File: src/rtl/cap_pkg.sv
package cap_pkg;
  typedef enum logic [1:0] {
    SRC_OFF = 2'b00,
    SRC_OWN = 2'b01,
    SRC_SIB = 2'b10,
    SRC_TRG = 2'b11
  } src_sel_e;

  // low bits set for a divide-by-2**code terminal value
  function automatic logic [7:0] div_mask(input logic [2:0] code);
    logic [7:0] m;
    for (int i = 0; i < 8; i++) m[i] = (i < int'(code));
    return m;
  endfunction
endpackage

File: src/rtl/cap_sel_reg.sv
module cap_sel_reg
  import cap_pkg::*;
(
  input  logic       clk_i,
  input  logic       rst_ni,
  input  logic       en_i,
  input  logic       wr_i,
  input  logic [1:0] sel_i,
  output src_sel_e   sel_o
);
  src_sel_e sel_q;

  always_ff @(posedge clk_i or negedge rst_ni) begin
    if (!rst_ni)            sel_q <= SRC_OFF;
    else if (wr_i && !en_i) sel_q <= src_sel_e'(sel_i);
  end

  assign sel_o = sel_q;
endmodule

File: src/rtl/cap_edge_src.sv
module cap_edge_src
  import cap_pkg::*;
(
  input  logic     clk_i,
  input  logic     rst_ni,
  input  logic     en_i,
  input  src_sel_e sel_i,
  input  logic     pol_i,
  input  logic     own_i,
  input  logic     sib_i,
  input  logic     trig_i,
  input  logic     trig_ok_i,
  output logic     act_o
);
  logic lvl, lvl_q, src_ok, rise, fall;

  always_comb begin
    unique case (sel_i)
      SRC_OWN: begin lvl = own_i;  src_ok = 1'b1;      end
      SRC_SIB: begin lvl = sib_i;  src_ok = 1'b1;      end
      SRC_TRG: begin lvl = trig_i; src_ok = trig_ok_i; end
      default: begin lvl = 1'b0;   src_ok = 1'b0;      end
    endcase
  end

  always_ff @(posedge clk_i or negedge rst_ni) begin
    if (!rst_ni) lvl_q <= 1'b0;
    else         lvl_q <= lvl;
  end

  assign rise  = lvl & ~lvl_q;
  assign fall  = ~lvl & lvl_q;
  assign act_o = en_i & src_ok & (pol_i ? fall : rise);
endmodule

File: src/rtl/cap_presc.sv
module cap_presc
  import cap_pkg::*;
#(
  parameter int CODE_W = 2
) (
  input  logic              clk_i,
  input  logic              rst_ni,
  input  logic              en_i,
  input  logic              act_i,
  input  logic [CODE_W-1:0] code_i,
  output logic              fire_o
);
  localparam int DIV_LOG = (1 << CODE_W) - 1;
  localparam int CW      = (DIV_LOG < 1) ? 1 : DIV_LOG;

  logic [CW-1:0] cnt_q, mask;
  logic [7:0]    mask_full;

  assign mask_full = div_mask(3'(code_i));
  assign mask      = mask_full[CW-1:0];
  assign fire_o    = act_i && ((cnt_q & mask) == mask);

  always_ff @(posedge clk_i or negedge rst_ni) begin
    if (!rst_ni)    cnt_q <= '0;
    else if (!en_i) cnt_q <= '0;
    else if (act_i) cnt_q <= cnt_q + CW'(1);
  end
endmodule

File: src/rtl/cap_latch.sv
module cap_latch #(
  parameter int CNT_W = 16
) (
  input  logic             clk_i,
  input  logic             rst_ni,
  input  logic             fire_i,
  input  logic             clr_i,
  input  logic [CNT_W-1:0] cnt_i,
  output logic [CNT_W-1:0] cap_o,
  output logic             flag_o,
  output logic             ovr_o
);
  logic [CNT_W-1:0] cap_q;
  logic             flag_q, ovr_q;

  always_ff @(posedge clk_i or negedge rst_ni) begin
    if (!rst_ni) begin
      cap_q  <= '0;
      flag_q <= 1'b0;
      ovr_q  <= 1'b0;
    end else begin
      if (fire_i) cap_q <= cnt_i;
      flag_q <= fire_i | (flag_q & ~clr_i);
      // clear wins over a stale flag when both arrive together
      ovr_q  <= ~clr_i & (ovr_q | (fire_i & flag_q));
    end
  end

  assign cap_o  = cap_q;
  assign flag_o = flag_q;
  assign ovr_o  = ovr_q;
endmodule

File: src/rtl/capture_front.sv
module capture_front
  import cap_pkg::*;
#(
  parameter int CNT_W  = 16,
  parameter int CODE_W = 2
) (
  input  logic              clk_i,
  input  logic              rst_ni,
  input  logic              en_i,
  input  logic              sel_wr_i,
  input  logic [1:0]        sel_i,
  input  logic [CODE_W-1:0] psc_i,
  input  logic              pol_i,
  input  logic              own_i,
  input  logic              sib_i,
  input  logic              trig_i,
  input  logic              trig_ok_i,
  input  logic [CNT_W-1:0]  cnt_i,
  input  logic              clr_i,
  output logic [1:0]        sel_o,
  output logic [CNT_W-1:0]  cap_o,
  output logic              flag_o,
  output logic              ovr_o
);
  src_sel_e sel;
  logic     act, fire;

  cap_sel_reg u_sel (
    .clk_i, .rst_ni, .en_i,
    .wr_i  (sel_wr_i),
    .sel_i (sel_i),
    .sel_o (sel)
  );

  cap_edge_src u_edge (
    .clk_i, .rst_ni, .en_i,
    .sel_i     (sel),
    .pol_i     (pol_i),
    .own_i     (own_i),
    .sib_i     (sib_i),
    .trig_i    (trig_i),
    .trig_ok_i (trig_ok_i),
    .act_o     (act)
  );

  cap_presc #(.CODE_W(CODE_W)) u_presc (
    .clk_i, .rst_ni, .en_i,
    .act_i  (act),
    .code_i (psc_i),
    .fire_o (fire)
  );

  cap_latch #(.CNT_W(CNT_W)) u_latch (
    .clk_i, .rst_ni,
    .fire_i (fire),
    .clr_i  (clr_i),
    .cnt_i  (cnt_i),
    .cap_o  (cap_o),
    .flag_o (flag_o),
    .ovr_o  (ovr_o)
  );

  assign sel_o = sel;
endmodule

File: config.mk
export PLATFORM = sky130hd
export DESIGN_NAME = capture_front
export DESIGN_NICKNAME = d
export VERILOG_FILES = /design/src/rtl/cap_pkg.sv /design/src/rtl/cap_sel_reg.sv /design/src/rtl/cap_edge_src.sv /design/src/rtl/cap_presc.sv /design/src/rtl/cap_latch.sv /design/src/rtl/capture_front.sv
export SDC_FILE = /design/constraint.sdc
export NUM_CORES = 1
export LEC_CHECK = 0
export BUFFER_PORTS_ARGS = -buffer_cell sky130_fd_sc_hd__buf_2
export CORE_MARGIN = 2
export CORE_UTILIZATION = 51
export CTS_BUF_LIST = sky130_fd_sc_hd__clkbuf_4
export DETAILED_ROUTE_END_ITERATION = 12
export GPL_TIMING_DRIVEN = 1
export PLACE_DENSITY = 0.94
export SYNTH_ARGS = -nofsm -noshare
export SYNTH_HDL_FRONTEND = slang
export SYNTH_SLANG_ARGS = --single-unit
File: constraint.sdc
create_clock -name clk_i -period 8.2 [get_ports clk_i]
set_clock_uncertainty 0.2 [all_clocks]
set_input_delay 1.64 -clock clk_i [delete_from_list [all_inputs] [get_ports clk_i]]
set_output_delay 1.64 -clock clk_i [all_outputs]
set_load 0.02 [all_outputs]
==> implementation parameters <==
Parameter                              Value

Critical path
  Worst setup path category    in2reg
  Arrival time of data at the critical path endpoint    3.42 ns
  Worst reg2reg endpoint    u_latch.cap_o[14]
  Worst reg2reg setup slack    5.43 ns
  Cell family contributing the most delay on the critical path    simple AND/OR/NAND/NOR gates
  Critical path fanouts, max    17
  Number of cells traversed by the worst register-to-register path    6
  Critical path capture point type    flop
  Worst-path cell with the longest stage delay    sky130_fd_sc_hd__a2111oi_4
  CP startpoint kind    input pin
  Worst reg2reg path startpoint    u_sel.sel_o[0]
  Critical path buffers and inverters    1
  Source of the critical timing path    trig_i
  Crit-path cells    buf_2 -> a222oi_1 -> or4_4 -> a2111oi_4 -> nand2_4 -> mux2_4
  Critical path required time    8.20 ns
  Delay of the slowest cell on the worst path    0.51 ns

Hold path
  Destination of the worst hold path    u_presc.cnt_q[2]
  Launch instance of the worst min-delay path    u_presc.cnt_q[2]
  Path class of the lowest-slack min-delay path    reg2reg
  Hold depth    1

Pwr
  Portion of total power attributed to sequential cells    45.2%
  P per Cell Area    247 nW/µm²
  Switching part of the total power    30.8%
  Combinational fraction of design power    30.8%
  Clock group share of total power    24.0%
  Internal power    242 µW
  P_leak    0.814 nW
  Worst-case vdd ir drop    0.155 mV
  Net switching power    107 µW

Drt
  Via count    806
  Detailed route wirelength on metal3    113 µm
  Post-route ant nets    0
  DR vias/cell    5.10
  Total wire length after detailed routing    2240 µm
  1st-iter DRT viols    9
  Routed wl met2    1240 µm
  Highest layer used for signal routing    met4
  Length of the first detailed-routing pass in iterations    6
  Post-detailed-route wirelength per cell    14.2 µm
  # DRC    0
  Wl on met1    879 µm

Run
  Number of max-cap violations    0

Die
  Die W    50.3 µm
  Chip height    50.3 µm
  Placeable core area    1980 µm²
  Effective utilization at floorplan    55.1%
  Area of the die    2530 µm²
  Total I/O pin count    50
  Standard-cell rows    16

Place
  Number of buffers inserted by port buffering    49
  Cell area after placement    1360 µm²
  DP Worst Slack    4.44 ns
  Routability-driven placement congestion ratio    0.642
  Detail Placement HPWL    1770 µm

Synthesis
  Part of the Yosys area used for sequential elements    55.0%
  Total standard cell area after synthesis    1090 µm²
  Post-synthesis cell type count    19
  Synthesized flop and latch total    24
  Dominant combinational cell family by area after synthesis    multiplexers
  Area share of and/or/nand/nor cells after synthesis    6.99%
  Number of instances in the synthesized netlist    79
  Net count of the mapped netlist    114
  Area fraction in compound gates after synthesis    8.13%
  Yosys warns    0
  Mean area per synthesized cell    13.8 µm²
  Synth Area in XOR/XNOR    0%
  Synthesized-area fraction occupied by adder cells    5.73%
  Multiplexer share of the synthesized area    21.4%

Timing
  Share of the clock period used by the worst path    41.7%
  Hold Fails Final Rpt    0
  Measured slew at the worst slew-check pin    0.517 ns
  Total negative slack for setup checks    0 ns
  Normalized max-slew margin    65.5%
  RSZ-0062 raised after global routing    no
  Maximum achievable frequency    292 MHz
  Final worst setup slack    4.78 ns
  Total of endpoints with negative setup slack in the final report    0
  Hold Worst Slack    0.286 ns
  Clock period minus final worst setup slack    3.42 ns
  Pins over their slew limit    0

Global route
  Gr ovfl total    0
  Largest net degree at the start of global routing    25
  Initial antenna violation count    0
  Vias in the first global route    818
  Total routing usage reported by global routing    19.0%
  Global-route wire length before repair    3550 µm

Final layout
  Area of the multi-input gates    462 µm²
  Area added between synthesis and finish    29.3%
  Share of post-route cells with drive strength above 1    55.0%
  Sequential cell area in the final layout    601 µm²
  Number of nets in the finished design    167
  Number of diodes    0
  Final-layout fill cell count    138
  Final cell area excluding filler cells    1410 µm²

CTS
  Number of hold-repair buffers added at the cts stage    0
  Post-CTS repair timing setup buffer count    0
  Worst-path clk slew    0.12 ns
  Maximum root-to-sink buffer count    2
  Clock latency on the worst-skew pair    0.31 ns
  Clk sink count    24
  Root Driver    sky130_fd_sc_hd__clkbuf_4
  TritonCTS clock tree    built
  Number of gates given a new drive strength after cts    0
  Total clock buffers created by CTS    3
  Number of levels in the clock H-tree    1

Outcome
  Run status    complete, no violations
[worst max-delay path by stage]
| stage | end | slack [ns] | cells after the start |
|---|---|---|---|
| after floorplan | u_latch.cap_o[10] | 4.64 | 6 |
| after global placement | u_latch.cap_o[14] | 4.52 | 6 |
| after detailed placement | u_latch.cap_o[14] | 4.44 | 6 |
| after CTS | u_latch.cap_o[14] | 4.79 | 6 |
| after global routing | u_latch.cap_o[14] | 4.73 | 6 |
| final | u_latch.cap_o[14] | 4.78 | 6 |
[power by group through the flow]
stage               registers [mW]  clock network [mW]  logic [mW]
floorplan                    0.188                   0      0.0386
global placement             0.158                   0       0.105
detailed placement           0.159                   0       0.109
CTS                          0.158              0.0855       0.109
global route                 0.161              0.0896       0.116
finish                       0.158              0.0839       0.107
[per-stage QoR]
stage               power [mW]  utilization (%)  cells
finish                   0.349             71.3    158
global placement         0.263             68.6    154
global route             0.366             71.3    158
floorplan                0.226                -     79
CTS                      0.352             71.3    158
detailed placement       0.268             68.6    154
[placed cells by master, fill, tap and decap left out, types with 2 or more instances in the layout]
cell,count
sky130_fd_sc_hd__buf_2,49
sky130_fd_sc_hd__dfrtp_1,24
sky130_fd_sc_hd__nand2_1,9
sky130_fd_sc_hd__mux2_4,9
sky130_fd_sc_hd__mux2_2,7
sky130_fd_sc_hd__inv_1,5
sky130_fd_sc_hd__o21ai_0,5
sky130_fd_sc_hd__ha_1,5
sky130_fd_sc_hd__clkbuf_4,3
sky130_fd_sc_hd__nor2_1,2
sky130_fd_sc_hd__a22oi_1,2
sky130_fd_sc_hd__mux2i_1,2
[area by class of cell]
class                      instances  area share (%)
clock buffer                       3            1.59
clock inverter                     1            2.13
inverter                           5            1.33
multi-input combinational         49            32.7
sequential                        24            42.5
tap                               27            2.39
timing repair buffer              49            17.4
[metal layers]
layer | global-route usage [%] | vias up
met5 | 0 | -
met4 | 6.94 | 0
met3 | 2.98 | 2
met2 | 37.3 | 33
met1 | 19.9 | 388
li1 | - | 383
[synthesized netlist by cell type]
cell type                    n  area [µm²]
sky130_fd_sc_hd__a2111oi_4   1        27.5
sky130_fd_sc_hd__a21oi_1     1        5.00
sky130_fd_sc_hd__a222oi_1    1        10.0
sky130_fd_sc_hd__a22oi_1     2        15.0
sky130_fd_sc_hd__a31oi_1     1        6.26
sky130_fd_sc_hd__buf_6       1        11.3
sky130_fd_sc_hd__dfrtp_1    24         601
sky130_fd_sc_hd__ha_1        5        62.6
sky130_fd_sc_hd__inv_1       5        18.8
sky130_fd_sc_hd__mux2_2      7        78.8
sky130_fd_sc_hd__mux2_4      9         135
sky130_fd_sc_hd__mux2i_1     2        20.0
sky130_fd_sc_hd__nand2_1     9        33.8
sky130_fd_sc_hd__nand2_4     1        11.3
sky130_fd_sc_hd__nand4_1     1        6.26
sky130_fd_sc_hd__nor2_1      2        7.51
sky130_fd_sc_hd__nor2b_1     1        6.26
sky130_fd_sc_hd__o21ai_0     5        25.0
sky130_fd_sc_hd__or4_4       1        11.3
[flip-flops by register name, summed over array words and instances (netlist names)]
register and flops:
u_latch.cap_o 16, u_presc.cnt_q 3, u_sel.sel_o 2, u_edge.lvl_q 1
u_latch.flag_o 1, u_latch.ovr_o 1
[cells by family (layout without fill, tap and decap cells)]
| family | Yosys count | in the layout |
|---|---|---|
| muxes | 18 | 18 |
| DFF | 24 | 24 |
| AOI/OAI and AO/OA | 11 | 11 |
| adders and majority gates | 5 | 5 |
| buffers and inverters | 6 | 58 |
| and+or+nand+nor | 15 | 15 |
No activity file was read; power rests on OpenSTA's default activity.
